==> config.mk <==
export PLATFORM = sky130hd
export DESIGN_NAME = cfb_unit
export DESIGN_NICKNAME = d
export VERILOG_FILES = /design/src/rtl/cfb_pkg.sv /design/src/rtl/cfb_alu_flags.sv /design/src/rtl/cfb_branch.sv /design/src/rtl/cfb_flag_reg.sv /design/src/rtl/cfb_unit.sv
export SDC_FILE = /design/constraint.sdc
export NUM_CORES = 1
export LEC_CHECK = 0
export CAP_MARGIN = 20
export CELL_PAD_IN_SITES_DETAIL_PLACEMENT = 1
export CELL_PAD_IN_SITES_GLOBAL_PLACEMENT = 1
export CORE_UTILIZATION = 14
export CTS_CLUSTER_DIAMETER = 80
export DETAILED_ROUTE_END_ITERATION = 8
export PLACE_DENSITY_LB_ADDON = 0.1
export RECOVER_POWER = 50
export SETUP_SLACK_MARGIN = 0.5
export SYNTH_ARGS = -nofsm -noshare
export SYNTH_HDL_FRONTEND = slang
export SYNTH_SLANG_ARGS = --single-unit
==> constraint.sdc <==
create_clock -name clk -period 3.79 [get_ports clk]
set_input_delay 1.137 -clock clk [delete_from_list [all_inputs] [get_ports clk]]
set_output_delay 1.137 -clock clk [all_outputs]
set_load 0.02 [all_outputs]
==> src/rtl/cfb_pkg.sv <==
package cfb_pkg;

  localparam int FLAG_W = 3;
  localparam int FZ     = 0;
  localparam int FN     = 1;
  localparam int FC     = 2;

  typedef logic [FLAG_W-1:0] flags_t;

  typedef enum logic [2:0] {
    ALU_NONE  = 3'd0,
    ALU_ARITH = 3'd1,
    ALU_LOGIC = 3'd2,
    ALU_SHIFT = 3'd3,
    ALU_SETC  = 3'd4
  } alu_cls_e;

  typedef enum logic [2:0] {
    CTL_NONE = 3'd0,
    CTL_JZ   = 3'd1,
    CTL_JN   = 3'd2,
    CTL_JC   = 3'd3,
    CTL_JMP  = 3'd4,
    CTL_INT  = 3'd5,
    CTL_RTI  = 3'd6
  } ctl_cls_e;

  // per-flag write request: mask selects the bits, val carries their values
  typedef struct packed {
    flags_t mask;
    flags_t val;
  } flag_upd_t;

endpackage

==> src/rtl/cfb_alu_flags.sv <==
module cfb_alu_flags
  import cfb_pkg::*;
#(
  parameter int DATA_W = 16
) (
  input  logic [2:0]        cls_i,
  input  logic [DATA_W-1:0] res_i,
  input  logic              cout_i,
  output flag_upd_t         upd_o
);

  logic res_zero;
  logic res_neg;

  assign res_zero = (res_i == '0);
  assign res_neg  = res_i[DATA_W-1];

  always_comb begin
    upd_o = '0;
    case (alu_cls_e'(cls_i))
      ALU_ARITH, ALU_SHIFT: begin
        upd_o.mask      = '1;
        upd_o.val[FZ]   = res_zero;
        upd_o.val[FN]   = res_neg;
        upd_o.val[FC]   = cout_i;
      end
      ALU_LOGIC: begin
        upd_o.mask[FZ]  = 1'b1;
        upd_o.mask[FN]  = 1'b1;
        upd_o.val[FZ]   = res_zero;
        upd_o.val[FN]   = res_neg;
      end
      ALU_SETC: begin
        upd_o.mask[FC]  = 1'b1;
        upd_o.val[FC]   = 1'b1;
      end
      default: upd_o = '0;
    endcase
  end

endmodule

==> src/rtl/cfb_branch.sv <==
module cfb_branch
  import cfb_pkg::*;
#(
  parameter int DATA_W   = 16,
  parameter int PC_W     = 20,
  parameter int IMEM_AW  = 20,
  parameter int VEC_BASE = 6
) (
  input  logic [2:0]         cls_i,
  input  flags_t             flags_i,
  input  logic [DATA_W-1:0]  reg_i,
  input  logic               int_sel_i,
  input  logic [DATA_W-1:0]  vec_hi_i,
  input  logic [DATA_W-1:0]  vec_lo_i,
  output logic               taken_o,
  output logic [PC_W-1:0]    target_o,
  output flags_t             clr_o,
  output logic               restore_o,
  output logic               int_o,
  output logic [IMEM_AW-1:0] vec_addr_o
);

  localparam int VEC_W    = 2 * DATA_W;
  localparam int REG_CP   = (PC_W < DATA_W) ? PC_W : DATA_W;
  localparam int VEC_CP   = (PC_W < VEC_W)  ? PC_W : VEC_W;
  localparam int IDX_STEP = 2;

  logic [PC_W-1:0]  reg_pc;
  logic [PC_W-1:0]  vec_pc;
  logic [VEC_W-1:0] vec_cat;

  assign vec_cat = {vec_hi_i, vec_lo_i};

  assign reg_pc[REG_CP-1:0] = reg_i[REG_CP-1:0];
  generate
    if (PC_W > REG_CP) begin : g_reg_pad
      assign reg_pc[PC_W-1:REG_CP] = '0;
    end
  endgenerate

  assign vec_pc[VEC_CP-1:0] = vec_cat[VEC_CP-1:0];
  generate
    if (PC_W > VEC_CP) begin : g_vec_pad
      assign vec_pc[PC_W-1:VEC_CP] = '0;
    end
  endgenerate

  assign vec_addr_o = IMEM_AW'(VEC_BASE) + (int_sel_i ? IMEM_AW'(IDX_STEP) : '0);

  always_comb begin
    taken_o   = 1'b0;
    target_o  = '0;
    clr_o     = '0;
    restore_o = 1'b0;
    int_o     = 1'b0;
    case (ctl_cls_e'(cls_i))
      CTL_JZ: if (flags_i[FZ]) begin
        taken_o   = 1'b1;
        target_o  = reg_pc;
        clr_o[FZ] = 1'b1;
      end
      CTL_JN: if (flags_i[FN]) begin
        taken_o   = 1'b1;
        target_o  = reg_pc;
        clr_o[FN] = 1'b1;
      end
      CTL_JC: if (flags_i[FC]) begin
        taken_o   = 1'b1;
        target_o  = reg_pc;
        clr_o[FC] = 1'b1;
      end
      CTL_JMP: begin
        taken_o  = 1'b1;
        target_o = reg_pc;
      end
      CTL_INT: begin
        taken_o  = 1'b1;
        target_o = vec_pc;
        int_o    = 1'b1;
      end
      CTL_RTI: restore_o = 1'b1;
      default: taken_o = 1'b0;
    endcase
  end

endmodule

==> src/rtl/cfb_flag_reg.sv <==
module cfb_flag_reg
  import cfb_pkg::*;
(
  input  logic      clk,
  input  logic      rst_n,
  input  flag_upd_t upd_i,
  input  flags_t    clr_i,
  input  logic      restore_i,
  input  flags_t    saved_i,
  output flags_t    flags_o
);

  generate
    for (genvar b = 0; b < FLAG_W; b++) begin : g_bit
      logic bit_q;
      logic bit_d;
      logic bit_en;

      // restore wins over everything, a jump clear wins over the ALU value
      always_comb begin
        bit_en = restore_i | upd_i.mask[b] | clr_i[b];
        if (restore_i) begin
          bit_d = saved_i[b];
        end else if (clr_i[b]) begin
          bit_d = 1'b0;
        end else begin
          bit_d = upd_i.val[b];
        end
      end

      always_ff @(posedge clk or negedge rst_n) begin
        if (!rst_n) begin
          bit_q <= 1'b0;
        end else if (bit_en) begin
          bit_q <= bit_d;
        end
      end

      assign flags_o[b] = bit_q;
    end
  endgenerate

endmodule

==> src/rtl/cfb_unit.sv <==
module cfb_unit
  import cfb_pkg::*;
#(
  parameter int DATA_W   = 16,
  parameter int PC_W     = 20,
  parameter int IMEM_AW  = 20,
  parameter int VEC_BASE = 6
) (
  input  logic               clk,
  input  logic               rst_n,
  input  logic [2:0]         alu_cls,
  input  logic [DATA_W-1:0]  alu_res,
  input  logic               alu_cout,
  input  logic [2:0]         ctl_cls,
  input  logic [DATA_W-1:0]  jmp_reg,
  input  logic               int_sel,
  input  logic [DATA_W-1:0]  vec_hi,
  input  logic [DATA_W-1:0]  vec_lo,
  input  logic [2:0]         saved_flags,
  output logic [2:0]         flags,
  output logic               br_taken,
  output logic [PC_W-1:0]    br_target,
  output logic [IMEM_AW-1:0] int_vec_addr,
  output logic [2:0]         int_save_flags
);

  localparam int SYNC_N = 2;

  logic [SYNC_N-1:0] rst_pipe_q;
  logic [SYNC_N-1:0] rst_pipe_d;
  logic              rst_n_sync;

  flag_upd_t alu_upd;
  flags_t    jmp_clr;
  flags_t    flags_q;
  logic      rti_hit;
  logic      int_hit;

  // reset synchronizer: asserts at once, releases after SYNC_N edges
  assign rst_pipe_d = {rst_pipe_q[SYNC_N-2:0], 1'b1};

  always_ff @(posedge clk or negedge rst_n) begin
    if (!rst_n) begin
      rst_pipe_q <= '0;
    end else begin
      rst_pipe_q <= rst_pipe_d;
    end
  end

  assign rst_n_sync = rst_pipe_q[SYNC_N-1];

  cfb_alu_flags #(
    .DATA_W (DATA_W)
  ) u_alu_flags (
    .cls_i  (alu_cls),
    .res_i  (alu_res),
    .cout_i (alu_cout),
    .upd_o  (alu_upd)
  );

  cfb_branch #(
    .DATA_W   (DATA_W),
    .PC_W     (PC_W),
    .IMEM_AW  (IMEM_AW),
    .VEC_BASE (VEC_BASE)
  ) u_branch (
    .cls_i      (ctl_cls),
    .flags_i    (flags_q),
    .reg_i      (jmp_reg),
    .int_sel_i  (int_sel),
    .vec_hi_i   (vec_hi),
    .vec_lo_i   (vec_lo),
    .taken_o    (br_taken),
    .target_o   (br_target),
    .clr_o      (jmp_clr),
    .restore_o  (rti_hit),
    .int_o      (int_hit),
    .vec_addr_o (int_vec_addr)
  );

  cfb_flag_reg u_flag_reg (
    .clk       (clk),
    .rst_n     (rst_n_sync),
    .upd_i     (alu_upd),
    .clr_i     (jmp_clr),
    .restore_i (rti_hit),
    .saved_i   (saved_flags),
    .flags_o   (flags_q)
  );

  assign flags          = flags_q;
  assign int_save_flags = int_hit ? flags_q : '0;

endmodule

After elaboration in Yosys (flattened, before gate mapping). Cells that the tools add are included.

Register bits: 5. Output and inout bits: 47. Word-level logic and storage cells: 51.

Add/sub/neg operators: 1. Eq/ne operators: 10. Muxes and demuxes: 25. Bitwise operators: 6. Reduce and logical (&&, ||, !) cells: 5.

Operator list (number): 20-bit one-hot mux with 5 select lines (1); 16-bit two-way mux (3); 3-bit by 20-bit adder with 20-bit output (first input constant) (1); 16-bit logical NOT (1); 1-bit two-way mux (15); 3-bit by 2-bit == test with 1-bit output (second input constant) (4); 3-bit == test (second input constant) (4); 3-bit by 1-bit == test with 1-bit output (second input constant) (2); 2-bit two-way mux (3); 1-bit OR (6); 3-bit OR reduction (2); 1-bit one-hot mux with 4 select lines (1); 2-bit OR reduction (2); 3-bit two-way mux (1); 1-bit one-hot mux with 2 select lines (1).

Depth between registers and ports, before layout. Gate-level depths: netlist (run 1).

Depth after elaboration: 5. Mapped depth: 7. Mapped depth without buffers: 6.

Modules after synthesis. Synthesis (run 1) repeated with hierarchy kept, for this count alone.

Cell total of the unflattened synthesis: 97. Area, all modules: 812.0 um^2.

Modules (own cells, without submodules): cfb_branch (instances 1, cells each 64, area each 494.2 um^2, sequential area each 0.0 um^2); cfb_flag_reg (instances 1, cells each 15, area each 161.4 um^2, sequential area each 75.1 um^2); cfb_alu_flags (instances 1, cells each 12, area each 83.8 um^2, sequential area each 0.0 um^2); cfb_unit (instances 1, cells each 6, area each 72.6 um^2, sequential area each 50.0 um^2).

Least setup slack after synthesis (run 1). Ideal clock, no wire load.

Path kind: input to output. Start: in ctl_cls[1]. End: out br_target[10]. Data arrival time: 2.317 ns. Data required time: 2.653 ns. Slack: 0.336 ns. Stages: 7. Path buffers: 1. Cell sequence: inv_2 > ha_1 > nor2b_1 > a32oi_2 > o21ai_4 > buf_6 > a22o_1.

Longest elaborated chain between the ends: 2. Elaborated cells on any way between the ends: 6.

RTL lines: from (decl) (line cfb_unit.sv:14) `input logic [2:0] ctl_cls,`; 3-bit == test (tied with other cells) (line cfb_branch.sv:56) `case (ctl_cls_e'(cls_i))`; 20-bit one-hot mux with 5 select lines * (line cfb_branch.sv:56); to (decl) (line cfb_unit.sv:22) `output logic [PC_W-1:0] br_target,`.

Every way passes the cells marked *; elsewhere a longest branch is shown, timed or not.

Final worst setup path (run 1).
Start: in ctl_cls[1]. End: out br_target[5].

Same word-level chain as after synthesis.

==> results.md, run 1 <==
- Clock tree synthesis inserted a total of 3 buffers.
- The fraction of layout instances using a drive strength above 1 is 34.8%.
- The worst setup path is of the primary input to output port kind.
- The depth of the worst register-to-register path is 3.
- Dividing the detail-routed wire length by the instance count gives 12.5 µm.
- The count of cells in the finished layout, fillers not included, comes to 276.
- For this run, the post-layout net count is 283.
- After synthesis, the mean cell area works out to 8.34 µm².
- In this run the number of H-tree levels came out at 1.
- The flow ran to the end, and the final reports show no timing, DRC or antenna violations.
- For this configuration, the core starts out at a cell density of 14.7%.
- The portion of synthesized cell area occupied by the leading cell type is 20.9%.
- The setup TNS is 0 ns.
- The number of enable flip-flop cells after synthesis is 0.
- Summed over all layers, the routed wires come to 3450 µm.
- The share of flip-flops with an asynchronous set or reset after synthesis is 100%.
- The mapped netlist covers 826 µm².
- The post-synthesis cell count is 99.
- The largest net degree at the start of global routing is 17.
- The post-synthesis to final-layout area growth is 150%.
- The fraction of synthesized cell area in xor and xnor cells is 0%.
- The cell internal power dissipation is 0.000284 W.
- The simple logic cell fraction of the synthesized area is 24.4%.
- The longest clock path from root to sink contains 2 buffers.
- The maximum achievable frequency is 267 MHz.
- Pin placement for this block handled 124 I/O pins.
- The finished cells cover 2060 µm².
- The total of endpoints with negative setup slack in the final report is 0.
- The routed via count divided by cell count is 4.04.
- On the final layout, the worst hold slack is 0.0494 ns.
- The part of the total power dissipated in combinational logic is 61.0%.
- In this run, synthesis produced a sequential element count of 5.
- Dividing the final minimum period by the clock period gives 98.9%.
- Summed over all nets, the switching power comes to 0.000146 W.
- At the later pin of the worst-skew pair, clock insertion delay measures 0.23 ns.
- By area, the combinational part of the netlist is dominated by compound AO/OA/AOI/OAI gates.
- In this run the critical register-to-register path is launched from u_flag_reg.g_bit[0].bit_q$_DFFE_PN0P_.
- Per report_power, the clock group accounts for 23.7% of the total.
- The first global-routing pass estimated 5200 µm of wire.
- Overall power consumption after layout is estimated at 0.000430 W.
- The total overflow left after global routing is 0.
- The worst supply voltage drop on vdd is 0.157 mV.
- In the post-synthesis netlist, the biggest area contributors are buf_4 (21%), dfrtp_1 (15%), a22o_1 (11%), a22o_2 (7.3%), and2_1 (5.3%).
- Across the run, the number of max-cap violations was 0.
- The final setup skew is 0.000461 ns.
- The tree is rooted in a clkbuf_8.
- Setup repair after global routing could not meet its margin everywhere.
- Global routing used 10.6% of the available tracks.
- Summed over all nets, the half-perimeter wirelength after detailed placement is 2850 µm.
- By count the netlist is led by buf_4 (23), a22o_1 (10), and2_1 (7).
- The number of cells in the design after placement is 265.
- The via count is 1116.
- The worst register-to-register path has a setup slack of 2.80 ns.
- Along the worst path, the maximum fanout reaches 6.
- In this run the critical register-to-register path is captured at u_flag_reg.g_bit[0].bit_q$_DFFE_PN0P_.
- The clock net in this run drives a total of 5 sinks.
- The total number of yosys warnings is 0.
- The sequential cell area fraction in the yosys report is 15.2%.
- The worst setup path is captured at an output port.
- The placement row count is 27.
- The congestion estimate from routability-driven global placement came to 0.775.
- For this run, design rule violations remaining after detail routing come to 0.
- The most used flip-flop cell after synthesis is dfrtp_1.
- The number of global-route vias before repair was 1144.
- The final number of hold-violating endpoints is 0.
- The number of diodes is 0.
- The count of input and output buffers is 94.
- The floorplan core area is 5610 µm².
- The worst hold path belongs to the class flip-flop to async pin.
- The sequential group share of total power is 15.3%.
- The fraction of the mapped netlist area in compound gates is 31.1%.
- The number of antenna violations at the first check in global routing is 0.
- Clock-pin slew was measured on the worst setup and hold paths at 0.04 ns.
- The die covers 6210 µm².
- The endpoint required time on the critical path is 2.65 ns.
- The netlist uses 34 different library cells.
- The clock period could shrink to 3.75 ns.
- TritonCTS built the clock tree.
- At the worst endpoint, the arrival time is 2.61 ns.
- The final max-slew violation count is 0.
- The first detailed-routing pass ran for 2 iterations.
- The switching power share of the total is 34.1%.
- The die extent in y is 78.8 µm.
- Multiplexer cells account for 1.82% of the synthesized area.
- The most repeated cell in the gate-level netlist after synthesis is buf_4.
- Buffers inserted to repair hold after CTS numbered 0.
- The static leakage power is 0.928 nW.
- The synthesized netlist devotes 1.52% of its cell area to adder and majority cells.
- The number of violations reported at the end of detailed-routing iteration 0 is 13.
- The kind of launch point of the worst setup path is a primary input.
- The power density normalized to cell area is 208 nW/µm².
- The top cell type by total area after synthesis is buf_4.
- In this run the cell area measured after placement is 1920 µm².
- The x dimension of the die is 78.8 µm.
- The remaining antenna violation count is 0.
==> sequential cells by signal, summed over array words and instances (netlist names) <==
register,count
u_flag_reg.g_bit.bit_q,3
rst_pipe_q,2
==> power groups by stage <==
stage / logic (W) / registers, W / clock network, W
after floorplan: 0.000135 / 0.0000649 / 0
after global placement: 0.000240 / 0.0000675 / 0
after detailed placement: 0.000244 / 0.0000673 / 0
after CTS: 0.000263 / 0.0000667 / 0.000106
after global routing: 0.000280 / 0.0000676 / 0.000107
final: 0.000262 / 0.0000659 / 0.000102
==> cell type report <==
cell class | count | area [µm²]
tap | 72 | 90.1
multi-input combinational | 82 | 683
inverter | 2 | 20.0
fill | 651 | 3540
timing repair buffer | 111 | 1100
sequential | 5 | 125
clock buffer | 4 | 45.0
==> cells by family after synthesis <==
kind of cell             count (synthesis)
adder cells (fa/ha/maj)                  1
flip-flops                               5
AND/OR/NAND/NOR                         34
buffers and inverters                   28
AO/OA/AOI/OAI                           28
other                                    2
multiplexers                             1
==> per-stage QoR <==
stage                     setup slack [ns]  utilization [%]
final                               0.0431             36.8
after global routing               0.00283             36.8
after CTS                           0.0353             36.5
after detailed placement            -0.978             34.2
after global placement              -0.969             34.2
after floorplan                      0.455                -
==> repair_timing <==
action | in CTS | in global routing
gates cloned | 1 | 0
resized for setup | 150 | 7
pin swaps | 4 | 3
buffers inserted | 5 | 1
endpoints found under the setup margin | 27 | 24
==> how the worst max path moves through the flow <==
stage,from,endpoint,slack [ns],depth (start not counted)
4_1_cts,ctl_cls[1],br_target[15],0.04,9
3_3_place_gp,ctl_cls[1],br_target[2],-0.97,9
5_1_grt,ctl_cls[1],br_target[1],0.003,9
2_1_floorplan,ctl_cls[1],br_target[10],0.46,7
3_5_place_dp,ctl_cls[1],br_target[3],-0.98,9
6_report,ctl_cls[1],br_target[5],0.04,9
==> worst max-delay path: stages <==
cell and delay (ns):
buf_6 0.09, buf_6 0.12, buf_6 0.11, mux2_4 0.31, a32oi_4 0.20, o21ai_4 0.13
buf_6 0.15, a22o_2 0.21, buf_6 0.13
==> layout by cell type, fill, tap and decap left out, types with 5 or more instances in the layout <==
cell,netlist,final
clkdlybuf4s50_1,0,58
buf_6,2,23
conb_1,2,18
a22o_4,0,12
buf_4,23,9
and2_1,7,7
dlygate4sd3_1,0,6
buf_2,1,6
nand2_1,6,5
dfrtp_1,5,5
==> layer usage <==
| metal | up-vias | GRT usage (%) | routed length (µm) | share of wire (%) |
|---|---|---|---|---|
| li1 | 537 | - | - | - |
| met1 | 503 | 10.7 | 1200 | 35 |
| met2 | 71 | 21.0 | 1870 | 54 |
| met3 | 5 | 1.84 | 323 | 9.4 |
| met4 | 0 | 4.44 | 56 | 1.6 |
| met5 | - | 0 | 0 | 0 |
No activity file was read; power rests on OpenSTA's default activity.
==> run 2: changes to the inputs <==
CORE_UTILIZATION = 15   (was 14)
CTS_CLUSTER_DIAMETER = not set   (was 80)
clock period = 4.6 ns   (was 3.79 ns; I/O delays follow)
==> run 2 against run 1 <==
Effect of this change:
- register-to-register slack better by 0.76 ns
- die area decreased by 6.5%
- highest routed layer is now met3
- critical endpoint is now br_target[6]
- critical path type unchanged
- first-iteration DRC count grew 31%
==> results.md, run 2 (synthesis gave the netlist of run 1 again) <==
- The critical path data arrival time is 2.74 ns (+0.13 ns).
- The final weighted congestion of routability-driven global placement is 0.735 (-5.2%).
- The detailed-router iteration count before antenna repair came to 3 (+1).
- The detail-routed net length per standard cell was 13.5 µm (+7.7%).
- The count of nets after finishing is 280 (-1.1%).
- The number of violations reported at the end of detailed-routing iteration 0 is 17 (+4).
- The number of buffers between clock root and the deepest sink came to 2 (unchanged).
- The worst hold slack after final layout is 0.0359 ns (-0.0136 ns).
- The total of endpoints with negative setup slack in the final report came to 0 (unchanged).
- The placement row count is 26 (-3.7%).
- The path class of the lowest-slack min-delay path is flip-flop to async pin.
- The cell at the root of the clock tree is clkbuf_8.
- The largest registers in the layout are u_flag_reg.g_bit.bit_q: 3 flops, rst_pipe_q: 2 flops.
- The number of CTS-inserted buffers is 3 (unchanged).
- The flow ran to the end, and the final reports show no timing, DRC or antenna violations.
- The number of sinks driven by the clock tree was 5 (unchanged).
- Setup repair after global routing could not meet its margin everywhere.
- The total congestion overflow after global routing came to 0 (unchanged).
- The flip-flop count of the largest register after layout is 3 (unchanged).
- The residual DRC count is 0 (unchanged).
- The global-route usage over all layers is 12.3% (+1.7 points).
- The number of diodes is 0 (unchanged).
- The wire length of the first global-routing pass was 5790 µm (+11%).
- The worst path uses 89.5% of the clock period.
- The class of the most critical setup path is primary input to output port.
- The x dimension of the die came to 76.2 µm (-3.3%).
- TritonCTS built the clock tree.
- The count of input and output buffers was 94 (unchanged).
- The initial standard-cell utilization of the core is 15.9% (+1.1 points).
- The largest net degree at the start of global routing came to 17 (unchanged).
- The routed via count divided by cell count came to 4.05 (+0.11%).
- The hold buffer count at CTS came to 0 (unchanged).
- The setup TNS is 0 ns (unchanged).
- The power density normalized to cell area is 173 nW/µm² (-17%).
- The count of H-tree levels built during CTS came to 1 (unchanged).
- The via count is 1097 (-1.7%).
- The number of violations of the max-capacitance limit was 0 (unchanged).
- The estimated wirelength of the detail-placed design came to 3020 µm (+6.3%).
- Compared with the post-synthesis result, the final layout area differs by 135%.
- The total length of routed wires is 3650 µm (+5.8%).
- The worst path in the final design needs a cycle of 4.12 ns, including I/O delays and setup.
- The number of global-route vias before repair is 1143 (-0.087%).
- The most common cell after layout, fill and taps aside is clkdlybuf4s50_1.
- The largest fanout on the critical path is 8 (+2).
- The largest register by flop count is u_flag_reg.g_bit.bit_q.
- The final max-slew violation count came to 0 (unchanged).
- The clock edge transition at the registers on the reported setup and hold paths is 0.03 ns (about the same).
- The die extent in y is 76.2 µm (-3.3%).
- The final number of hold-violating endpoints is 0 (unchanged).
- The remaining antenna violation count is 0 (unchanged).
- In the layout the commonest cells are clkdlybuf4s50_1 (58), conb_1 (18), buf_6 (17), a22o_1 (10).
- The area enclosed by the die boundary is 5810 µm² (-6.5%).
- The endpoint required time on the critical path is 3.22 ns (+0.57 ns).
- The fraction of layout instances using a drive strength above 1 came to 23.9% (-11 points).
- STA classifies the critical path endpoint as an output port.
- Derived from the worst setup path, the maximum achievable clock frequency is 243 MHz.
- The final setup skew is 0.00106 ns (+0.000596 ns).
- The number of cells in the design after placement is 265 (unchanged).
- The worst supply voltage drop on vdd was 0.176 mV (+12%).
- The post-route non-filler standard cell count is 271 (-1.8%).
- The floorplan core area is 5200 µm² (-7.2%).
- The clock latency on the worst-skew pair is 0.22 ns (about the same).
- The I/O pin count came to 124 (unchanged).
- The worst setup path is launched from a primary input.
- The number of antenna violations at the first check in global routing is 0 (unchanged).
- The static leakage power is 0.862 nW (-7.1%).
## run 2: worst max-delay path, cell delays in order
cell,delay (ns)
buf_8,0.10
buf_6,0.10
mux2_4,0.31
a32oi_4,0.24
o21ai_4,0.10
clkbuf_16,0.16
a22o_1,0.21
buf_6,0.13
## run 2: path summary, 6_finish.rpt
check | from | depth (start not counted) | slack [ns] | to
setup reg to reg | u_flag_reg.g_bit[2].bit_q$_DFFE_PN0P_ | 3 | 3.56 | u_flag_reg.g_bit[2].bit_q$_DFFE_PN0P_
max in group asynchronous | rst_n | 1 | 3.09 | rst_pipe_q[1]$_DFF_PN0_
min in group clk | rst_pipe_q[0]$_DFF_PN0_ | 0 | 0.35 | rst_pipe_q[1]$_DFF_PN0_
setup / recovery | ctl_cls[1] | 8 | 0.48 | br_target[6]
hold reg to reg | rst_pipe_q[1]$_DFF_PN0_ | 0 | 0.04 | u_flag_reg.g_bit[1].bit_q$_DFFE_PN0P_
hold / removal | rst_pipe_q[1]$_DFF_PN0_ | 0 | 0.04 | u_flag_reg.g_bit[1].bit_q$_DFFE_PN0P_
## run 2: per-layer routing
layer,vias up,wire length (µm),track usage [%]
met2,49,2100,25.9
met3,0,207,2.28
met4,0,0,2.31
met1,522,1340,12.2
li1,526,-,-
met5,-,0,0
## run 2: what timing repair did
action	4_1_cts	5_1_grt
pin swaps	5	4
resized for setup	120	3
endpoints found under the setup margin	24	16
cloned	1	0
buffers inserted	1	0
## run 2: final cells by class
cell class	count	area, µm²
tap	70	87.6
fill	621	3260
sequential	5	125
clock buffer	4	45.0
timing repair buffer	108	1100
multi-input combinational	82	582
inverter	2	7.51
## run 2: through the flow
step	instance area [µm²]	worst slack, ns	power, W	utilization [%]
after global placement	1830	-0.425	0.000245	35.1
after global routing	1940	0.386	0.000358	37.4
final	1940	0.484	0.000337	37.4
after detailed placement	1830	-0.437	0.000249	35.1
after CTS	1940	0.453	0.000344	37.3
after floorplan	886	0.660	0.000154	-
## run 2: where the power goes
group	internal, W	total (W)	switching [W]
logic	0.000116	0.000202	0.0000859
clock network	0.0000594	0.0000793	0.0000199
registers	0.0000491	0.0000552	0.00000609
==> run 3: changes to the inputs <==
PLACE_DENSITY = 0.93   (was not set)
PLACE_DENSITY_LB_ADDON = not set   (was 0.1)
clock period = 4.8 ns   (was 4.6 ns; I/O delays follow)
==> run 3 against run 2 <==
Effect of this change:
- die area stayed put
- clock skew up 0.0017 ns
- largest cell class unchanged
- via count about the same
- utilization down 1.1 points
- final cell count shrank 0.37%
- critical path depth shrank 2
- power fell by 4.9%
==> results.md, run 3 (synthesis gave the netlist of run 1 again) <==
- The count of nets after finishing is 279 (-0.36%).
- The number of antenna violations at the first check in global routing is 0 (unchanged).
- TritonCTS built the clock tree.
- The floorplan core area was 5200 µm² (unchanged).
- The cell internal power dissipation was 0.000211 W (-6.4%).
- The I/O pin count is 124 (unchanged).
- The remaining antenna violation count is 0 (unchanged).
- The final number of hold-violating endpoints is 0 (unchanged).
- The power density normalized to cell area is 170 nW/µm² (-2.0%).
- On the critical path the largest part of the delay comes from buffers and inverters.
- The setup slack at placement is -0.415 ns (+0.0222 ns).
- The maximum achievable frequency is 230 MHz.
- In the final layout, the registers with the most flip-flops are u_flag_reg.g_bit.bit_q: 3 flops, rst_pipe_q: 2 flops.
- The part of the total power dissipated in combinational logic was 59.2% (-0.9 points).
- The class of the most critical setup path is primary input to output port.
- The fraction of layout instances using a drive strength above 1 came to 23.5% (-0.38 points).
- The post-route total power is 0.000320 W (-4.9%).
- The routed via count divided by cell count is 4.07 (+0.46%).
- The total length of routed wires was 3610 µm (-1.2%).
- The start of the worst register-to-register path is u_flag_reg.g_bit[2].bit_q$_DFFE_PN0P_.
- The cell at the root of the clock tree is clkbuf_8.
- The residual DRC count was 0 (unchanged).
- The register with the most flip-flops in the final layout is u_flag_reg.g_bit.bit_q.
- The switching power of the nets is 0.000110 W (-2.1%).
- Leaving out fill and tap cells, the most frequent cell in the layout is clkdlybuf4s50_1.
- The count of input and output buffers is 94 (unchanged).
- The detail-routed net length per standard cell is 13.4 µm (-0.84%).
- The number of fill cells in the layout is 607 (-2.3%).
- The depth of the worst register-to-register path is 3 (unchanged).
- The wire length of the first global-routing pass is 5580 µm (-3.7%).
- The placement row count is 26 (unchanged).
- The largest net degree at the start of global routing is 17 (unchanged).
- The clock edge transition at the registers on the reported setup and hold paths is 0.04 ns (about the same).
- The final max-slew violation count came to 0 (unchanged).
- The final weighted congestion of routability-driven global placement is 0.827 (+13%).
- After layout, the worst path uses 90.7% of the clock period.
- The nature of the critical path endpoint is an output port.
- The worst hold slack after final layout was 0.0420 ns (+0.00614 ns).
- The setup TNS was 0 ns (unchanged).
- The worst register-to-register path ends at u_flag_reg.g_bit[2].bit_q$_DFFE_PN0P_.
- The clock latency on the worst-skew pair came to 0.22 ns (about the same).
- The top cell types in the final layout, fill and taps aside, are clkdlybuf4s50_1 (59), conb_1 (18), a22o_1 (10), buf_6 (10), dlygate4sd2_1 (9).
- The maximum cell stage delay along the critical path came to 0.34 ns (+0.03 ns).
- The slowest stage of the critical path belongs to the cell dlygate4sd2_1.
- The worst supply voltage drop on vdd is 0.145 mV (-18%).
- The path class of the lowest-slack min-delay path is flip-flop to async pin.
- The die extent in y was 76.2 µm (unchanged).
- The via count is 1098 (+0.091%).
- The smallest setup slack after layout was 0.446 ns (-0.0377 ns).
- The number of violations reported at the end of detailed-routing iteration 0 is 18 (+1).
- The clock network fraction of design power is 24.5% (+1.0 points).
- The number of global-route vias before repair is 1151 (+0.70%).
- The cell area reported after detailed placement was 1810 µm² (-1.2%).
- The final setup skew came to 0.00277 ns (+0.00172 ns).
- The number of violations of the max-capacitance limit is 0 (unchanged).
- The post-synthesis to final-layout area growth is 128%.
- The endpoint required time on the critical path came to 3.36 ns (+0.14 ns).
- The signal on the critical path passes through dlygate4sd2_1 > clkbuf_1 > and3_1 > clkbuf_1 > and2_0 > dlygate4sd2_1.
- The count of buffer and inverter cells on the critical path is 4 (unchanged).
- The slack of the worst reg-to-reg path is 3.82 ns (+0.26 ns).
- The area enclosed by the die boundary is 5810 µm² (unchanged).
- Setup repair after global routing left no endpoint under its margin.
- The run finished with clean final reports.
- The largest fanout on the critical path came to 7 (-1).
- The estimated wirelength of the detail-placed design is 2940 µm (-2.7%).
- The flip-flop count of the largest register after layout is 3 (unchanged).
- The static leakage power is 0.842 nW (-2.3%).
- The global-route usage over all layers is 11.9% (-0.33 points).
- The count of H-tree levels built during CTS is 1 (unchanged).
- The final critical-path required period is 4.35 ns.
- The number of CTS-inserted buffers is 3 (unchanged).
- The number of buffers between clock root and the deepest sink is 2 (unchanged).
- The total of endpoints with negative setup slack in the final report is 0 (unchanged).
- The kind of launch point of the worst setup path is a primary input.
- The critical path data arrival time was 2.91 ns (+0.17 ns).
- The x dimension of the die is 76.2 µm (unchanged).
- The hold buffer count at CTS came to 0 (unchanged).
- The number of sinks driven by the clock tree was 5 (unchanged).
- The total congestion overflow after global routing is 0 (unchanged).
- The finished layout cell area is 1890 µm² (-3.0%).
- The switching power share of the total is 34.2% (+0.99 points).
- The number of diodes came to 0 (unchanged).
- The sequential group share of total power came to 16.3% (about the same).
- The detailed-router iteration count before antenna repair is 4 (+1).
- The initial standard-cell utilization of the core is 15.9% (unchanged).
==> run 3: cell count changes in the layout (fill, tap and decap cells not counted), sizes merged <==
cell	before	now
dlygate4sd3	9	8
buf	30	29
clkdlybuf4s50	58	59
==> run 3: power by group through the flow <==
stage	Clock, W	Combinational, W	Sequential, W
finish	0.0000785	0.000190	0.0000521
global route	0.0000834	0.000201	0.0000527
CTS	0.0000801	0.000191	0.0000524
detailed placement	0	0.000183	0.0000531
global placement	0	0.000179	0.0000529
floorplan	0	0.0000962	0.0000513
==> run 3: worst register-to-register path: cells and delay by family, from the launching register on <==
kind	cells	cell delay, ns
compound gates	1	0.22
flops	1	0.39
simple gates	2	0.27
==> run 3: final cells by class <==
| type | count | area (µm²) | area share (%) |
|---|---|---|---|
| repair buffers | 107 | 1040 | 55.4 |
| inverters | 2 | 7.51 | 0.398 |
| multi-input cells | 82 | 577 | 30.6 |
| clock buffers | 4 | 45.0 | 2.39 |
| flip-flops and latches | 5 | 125 | 6.63 |
| well taps | 70 | 87.6 | 4.64 |
==> run 3: layer usage <==
metal	share of wire, %	track usage (%)	vias up
met4	0	2.31	0
met5	0	0	-
met3	8.2	2.40	0
met2	56	25.5	61
li1	-	-	525
met1	36	11.5	512
==> run 3: how the worst max path moves through the flow <==
stage,to,depth (start not counted),start
global route,br_target[18],6,ctl_cls[0]
global placement,br_target[5],9,ctl_cls[1]
finish,br_target[19],6,ctl_cls[0]
floorplan,br_target[10],7,ctl_cls[1]
detailed placement,br_target[14],9,ctl_cls[1]
CTS,br_target[14],8,ctl_cls[1]
==> run 3: timing repair <==
item	in CTS	in global routing
buffers inserted	3	0
resized for setup	106	2
hold endpoints to repair	0	0
gates cloned	1	0
setup endpoints to repair	24	8
pin swaps	4	2
==> run 3: through the flow <==
step	std cells	util (%)
2_1_floorplan	115	-
6_report	270	36.3
3_3_place_gp	262	34.7
3_5_place_dp	262	34.7
4_1_cts	270	36.2
5_1_grt	270	36.3
